### src/rtl/sip_pkg.sv
package sip_pkg;
  typedef enum logic {SIDE_A = 1'b0, SIDE_B = 1'b1} side_e;
  localparam int BSR_SEL_W = 3;
  localparam int INTE_POS_A = 4;
  localparam int INTE_POS_B = 2;
endpackage

### src/rtl/sip_sync.sv
module sip_sync #(
  parameter int          W       = 1,
  parameter int          STAGES  = 2,
  parameter logic [W-1:0] RST_VAL = '0
) (
  input  logic         clk_i,
  input  logic         rst_ni,
  input  logic [W-1:0] d_i,
  output logic [W-1:0] q_o
);
  logic [STAGES-1:0][W-1:0] q;

  if (STAGES == 1) begin : g_one
    always_ff @(posedge clk_i or negedge rst_ni) begin
      if (!rst_ni) q[0] <= RST_VAL;
      else         q[0] <= d_i;
    end
  end else begin : g_chain
    always_ff @(posedge clk_i or negedge rst_ni) begin
      if (!rst_ni) q <= {STAGES{RST_VAL}};
      else         q <= {q[STAGES-2:0], d_i};
    end
  end

  assign q_o = q[STAGES-1];
endmodule

### src/rtl/sip_inte.sv
module sip_inte
  import sip_pkg::*;
#(
  parameter side_e SIDE = SIDE_A
) (
  input  logic                 clk_i,
  input  logic                 rst_ni,
  input  logic                 bsr_we_i,
  input  logic [BSR_SEL_W-1:0] bsr_sel_i,
  input  logic                 bsr_val_i,
  input  logic                 mode_sel_i,
  output logic                 inte_o
);
  logic hit;

  if (SIDE == SIDE_A) begin : g_side_a
    assign hit = bsr_we_i && (bsr_sel_i == BSR_SEL_W'(INTE_POS_A));
  end else begin : g_side_b
    assign hit = bsr_we_i && (bsr_sel_i == BSR_SEL_W'(INTE_POS_B));
  end

  // mode selection wins over a same-cycle set/reset
  always_ff @(posedge clk_i or negedge rst_ni) begin
    if (!rst_ni)         inte_o <= 1'b0;
    else if (mode_sel_i) inte_o <= 1'b0;
    else if (hit)        inte_o <= bsr_val_i;
  end
endmodule

### src/rtl/sip_hs.sv
module sip_hs #(
  parameter int DATA_W = 8
) (
  input  logic              clk_i,
  input  logic              rst_ni,
  input  logic              stb_s_i,
  input  logic              rd_s_i,
  input  logic [DATA_W-1:0] pins_s_i,
  input  logic              inte_i,
  output logic [DATA_W-1:0] data_o,
  output logic              ibf_o,
  output logic              intr_o,
  output logic              rd_prev_o
);
  logic rd_rise, rd_fall, intr_set;

  assign rd_rise  = rd_s_i & ~rd_prev_o;
  assign rd_fall  = ~rd_s_i & rd_prev_o;
  // no set while a read is running or on the cycle it ends
  assign intr_set = stb_s_i & ibf_o & rd_s_i & rd_prev_o;

  always_ff @(posedge clk_i or negedge rst_ni) begin
    if (!rst_ni) begin
      data_o    <= '0;
      ibf_o     <= 1'b0;
      intr_o    <= 1'b0;
      rd_prev_o <= 1'b1;
    end else begin
      rd_prev_o <= rd_s_i;
      if (!stb_s_i) data_o <= pins_s_i;
      // a new strobe beats a read ending in the same cycle
      if (!stb_s_i)     ibf_o <= 1'b1;
      else if (rd_rise) ibf_o <= 1'b0;
      if (rd_fall || !inte_i) intr_o <= 1'b0;
      else if (intr_set)      intr_o <= 1'b1;
    end
  end
endmodule

### src/rtl/strobe_in_port.sv
module strobe_in_port
  import sip_pkg::*;
#(
  parameter int    DATA_W      = 8,
  parameter int    SYNC_STAGES = 2,
  parameter side_e SIDE        = SIDE_A
) (
  input  logic              clk_i,
  input  logic              rst_ni,
  input  logic [DATA_W-1:0] pins_i,
  input  logic              stb_ni,
  input  logic              rd_ni,
  input  logic              bsr_we_i,
  input  logic [2:0]        bsr_sel_i,
  input  logic              bsr_val_i,
  input  logic              mode_sel_i,
  output logic [DATA_W-1:0] data_o,
  output logic              ibf_o,
  output logic              intr_o,
  output logic              inte_o
);
  logic [1:0]        ctl_s;
  logic              stb_s, rd_s, rd_prev;
  logic [DATA_W-1:0] pins_s;

  sip_sync #(.W(2), .STAGES(SYNC_STAGES), .RST_VAL(2'b11)) i_ctl_sync (
    .clk_i, .rst_ni, .d_i({stb_ni, rd_ni}), .q_o(ctl_s)
  );
  assign stb_s = ctl_s[1];
  assign rd_s  = ctl_s[0];

  // pins delayed alongside the strobe so the byte lines up
  sip_sync #(.W(DATA_W), .STAGES(SYNC_STAGES), .RST_VAL('0)) i_pin_sync (
    .clk_i, .rst_ni, .d_i(pins_i), .q_o(pins_s)
  );

  sip_inte #(.SIDE(SIDE)) i_inte (
    .clk_i, .rst_ni, .bsr_we_i, .bsr_sel_i, .bsr_val_i, .mode_sel_i,
    .inte_o
  );

  sip_hs #(.DATA_W(DATA_W)) i_hs (
    .clk_i, .rst_ni,
    .stb_s_i(stb_s), .rd_s_i(rd_s), .pins_s_i(pins_s), .inte_i(inte_o),
    .data_o, .ibf_o, .intr_o, .rd_prev_o(rd_prev)
  );
endmodule

### config.mk
export PLATFORM = sky130hd
export DESIGN_NAME = strobe_in_port
export DESIGN_NICKNAME = d
export VERILOG_FILES = /design/src/rtl/sip_pkg.sv /design/src/rtl/sip_sync.sv /design/src/rtl/sip_inte.sv /design/src/rtl/sip_hs.sv /design/src/rtl/strobe_in_port.sv
export SDC_FILE = /design/constraint.sdc
export NUM_CORES = 1
export LEC_CHECK = 0
export ABC_AREA = 1
export BUFFER_PORTS_ARGS = -buffer_cell sky130_fd_sc_hd__clkbuf_2
export CAP_MARGIN = 0
export CORE_ASPECT_RATIO = 1.1
export CORE_MARGIN = 2
export CORE_UTILIZATION = 30
export DETAILED_ROUTE_END_ITERATION = 10
export GPL_ROUTABILITY_DRIVEN = 0
export GPL_TIMING_DRIVEN = 0
export HOLD_SLACK_MARGIN = 0.05
export PLACE_DENSITY_LB_ADDON = 0.25
export SLEW_MARGIN = 20
export SYNTH_ARGS = -nofsm -noshare
export SYNTH_HDL_FRONTEND = slang
export SYNTH_SLANG_ARGS = --single-unit
### constraint.sdc
create_clock -name clk_i -period 1.05 [get_ports clk_i]
set_input_delay 0.21 -clock clk_i [delete_from_list [all_inputs] [get_ports clk_i]]
set_output_delay 0.21 -clock clk_i [all_outputs]
set_load 0.02 [all_outputs]
==> out/metrics.csv <==
metric,value,unit
status,"complete, but fails checks",
violations,setup timing,
clk_transition_reported_paths,0.10,ns
drt_iter0_drc,7,
synth_warnings,0,
synth.cell_area,1010,um2
die_h,64.7,um
finClkSkew,0.0114,ns
htree_levels,2,
multi_input_area,184,um2
worstSkewPairLatency,0.32,ns
dieArea,3830,um2
grt_pass1_vias,684,
endpoint_kind,flip-flop,
grt_first_pass_wirelength,2.82,mm
slew_headroom,55.4,%
grtUsageTotal,10.6,%
ir_drop,0.000808,V
place_hpwl,1.05,mm
grt_max_degree,33,
synth_top_area_share,67.2,%
coreArea,3280,um2
place_ws,-0.0659,ns
start_kind,flip-flop,
setup_viol,18,
power_density,1540,nW/um2
diodes,0,
hold_viol_final,0,
route.antenna.remaining_nets,0,
cts_tree,built,
placed_cell_area,1190,um2
netlist_instances,57,
synth_xor_area_share,0,%
crit_fanout,4,
clock-sinks,32,
drv_cap,0,
pwr-share-seq,56.3,%
syn-num-nets,75,
required,1.27,ns
yosysSeqAreaShare,80.2,%
p_switching,0.557,mW
drive_above_1_share,55.7,%
finalCriticalPeriod,1.11,ns
fillerInstances,293,
placementRows,22,
die_x,59.2,um
crit_type,reg2reg,
routed-via-count,610,
cts-root-buf,clkbuf_4,
drt_wl_total,1.69,mm
drc,0,
fin_area,1560,um2
synth_top_family_by_area,multiplexers,
synth-seq-cells,32,
fin_crit_sh,106,%
worstMarginPinSlew,0.670,ns
drt-pass1-iter-count,2,
yosys.area_share.simple,4.23,%
arrival,1.33,ns
switching_share,23.1,%
p_clk_share,29.3,%
combPwrFrac,14.4,%
final_max_slew_viol_count,0,
portBuffers,28,
synth_area_per_cell,17.6,um2
synth_top_area_cell,dfrtp_1,
wl_per_cell,11.2,um
max_freq,898,MHz
synth_fa_ha_area_share,0,%
final_util,47.7,%
antenna_found_initial,0,
seq_area,807,um2
initial_utilization,30.7,%
hold_slack,0.135,ns
min_path_type,in2reg,
syn_to_final_growth,55.5,%
intPower,1.85,mW
nNetsFinal,132,
grt_overflow,0,
synth-compound-area-share,0.995,%
ys_types,11,
muxShareOfSynthArea,11.9,%
clockBufferDepth,2,
setup_slack,-0.0632,ns
yosys-top-cells-area,"dfrtp_1 (67%), dfstp_2 (13%), mux2_4 (12%)",
rsz0062_at_grt,true,
cts_made_buffers,5,
leakagePower,0.774,nW
ios,29,
routed_via_density,4.04,
==> placed cells by master (no fill, tap or decap) <==
cell type,netlist,routed
a21oi_2,0,1
buf_2,0,1
buf_4,0,8
buf_6,1,9
buf_8,0,1
clkbuf_16,0,1
clkbuf_2,0,16
clkbuf_4,0,5
clkbuf_8,0,5
clkinv_2,0,2
dfrtp_1,27,27
dfstp_2,5,5
dlygate4sd3_1,0,11
inv_1,4,4
mux2_4,8,8
nand2_1,6,5
nand2_2,0,1
nand3_1,2,1
nand3_2,0,1
nand4_1,1,1
nor2_1,1,1
o21ai_0,1,1
==> synthesized netlist by cell type <==
cell and count:
a21oi_1 1, buf_6 1, dfrtp_1 27, dfstp_2 5
inv_1 4, mux2_4 8, nand2_1 6, nand3_1 2
nand4_1 1, nor2_1 1, o21ai_0 1
==> repair_timing <==
item	CTS	global route
pin swaps	0	2
hold buffers	11	0
endpoints found under the hold margin	37	0
resized for setup	9	27
gates cloned	0	1
setup endpoints to repair	19	47
setup buffers	5	5
==> layer usage <==
layer  global-route usage (%)  routed length [um]
met5                        0                   0
met2                     17.3                 899
met1                     10.8                 700
met3                     5.99                  82
met4                     5.11                  10
==> worst max-delay path, cell delays in order, from the launching register on <==
cell and delay, ns:
dfstp_2 0.57, clkbuf_16 0.15, mux2_4 0.29
==> cell type report <==
cell class / count / share of cell area (%)
buffer: 1 / 0.960
clock buffer: 6 / 3.28
clock inverter: 2 / 0.640
inverter: 4 / 0.960
multi-input combinational: 20 / 11.8
sequential: 32 / 51.6
tap: 36 / 2.88
timing repair buffer: 50 / 27.9
==> state kept, by name, summed over array words and instances, names as in the netlist <==
| signal | count |
|---|---|
| i_pin_sync.q | 8 |
| i_hs.data_o | 8 |
| i_inte.inte_o | 1 |
| i_hs.ibf_o | 1 |
| i_ctl_sync.q_o | 2 |
| i_hs.rd_prev_o | 1 |
| i_ctl_sync.q | 2 |
| i_pin_sync.q_o | 8 |
| i_hs.intr_o | 1 |
==> power groups by stage <==
stage / registers (mW) / logic (mW) / clock network (mW)
6_report: 1.35 / 0.347 / 0.705
5_1_grt: 1.37 / 0.373 / 0.800
4_1_cts: 1.35 / 0.285 / 0.743
3_5_place_dp: 1.37 / 0.214 / 0
3_3_place_gp: 1.37 / 0.209 / 0
2_1_floorplan: 1.41 / 0.0720 / 0
==> worst paths after layout <==
| path | slack, ns | start | cells after the start | endpoint |
|---|---|---|---|---|
| hold reg to reg | 0.35 | i_pin_sync.q[6]$_DFF_PN0_ | 0 | i_pin_sync.q_o[6]$_DFF_PN0_ |
| setup reg to reg | -0.06 | i_ctl_sync.q_o[1]$_DFF_PN1_ | 2 | i_hs.data_o[6]$_DFFE_PN0N_ |
| min in group asynchronous | 0.45 | rst_ni | 2 | i_hs.data_o[7]$_DFFE_PN0N_ |
| max in group asynchronous | 0.15 | rst_ni | 2 | i_pin_sync.q[2]$_DFF_PN0_ |
| setup / recovery | -0.06 | i_ctl_sync.q_o[1]$_DFF_PN1_ | 2 | i_hs.data_o[6]$_DFFE_PN0N_ |
| hold / removal | 0.13 | bsr_val_i | 3 | i_inte.inte_o$_DFFE_PN0P_ |
==> logic make-up (layout without fill, tap and decap cells) <==
family,after synthesis,after routing
flops,32,32
simple gates,10,10
mux,8,8
buf+inv,5,63
compound gates,2,2
==> per-stage QoR <==
stage | instances | TNS, ns | power, mW
global route | 151 | -1.66 | 2.54
finish | 151 | -0.720 | 2.41
CTS | 145 | -1.03 | 2.38
global placement | 121 | -0.388 | 1.58
detailed placement | 121 | -0.452 | 1.59
floorplan | 57 | -0.138 | 1.48
No activity file was read; power rests on OpenSTA's default activity.
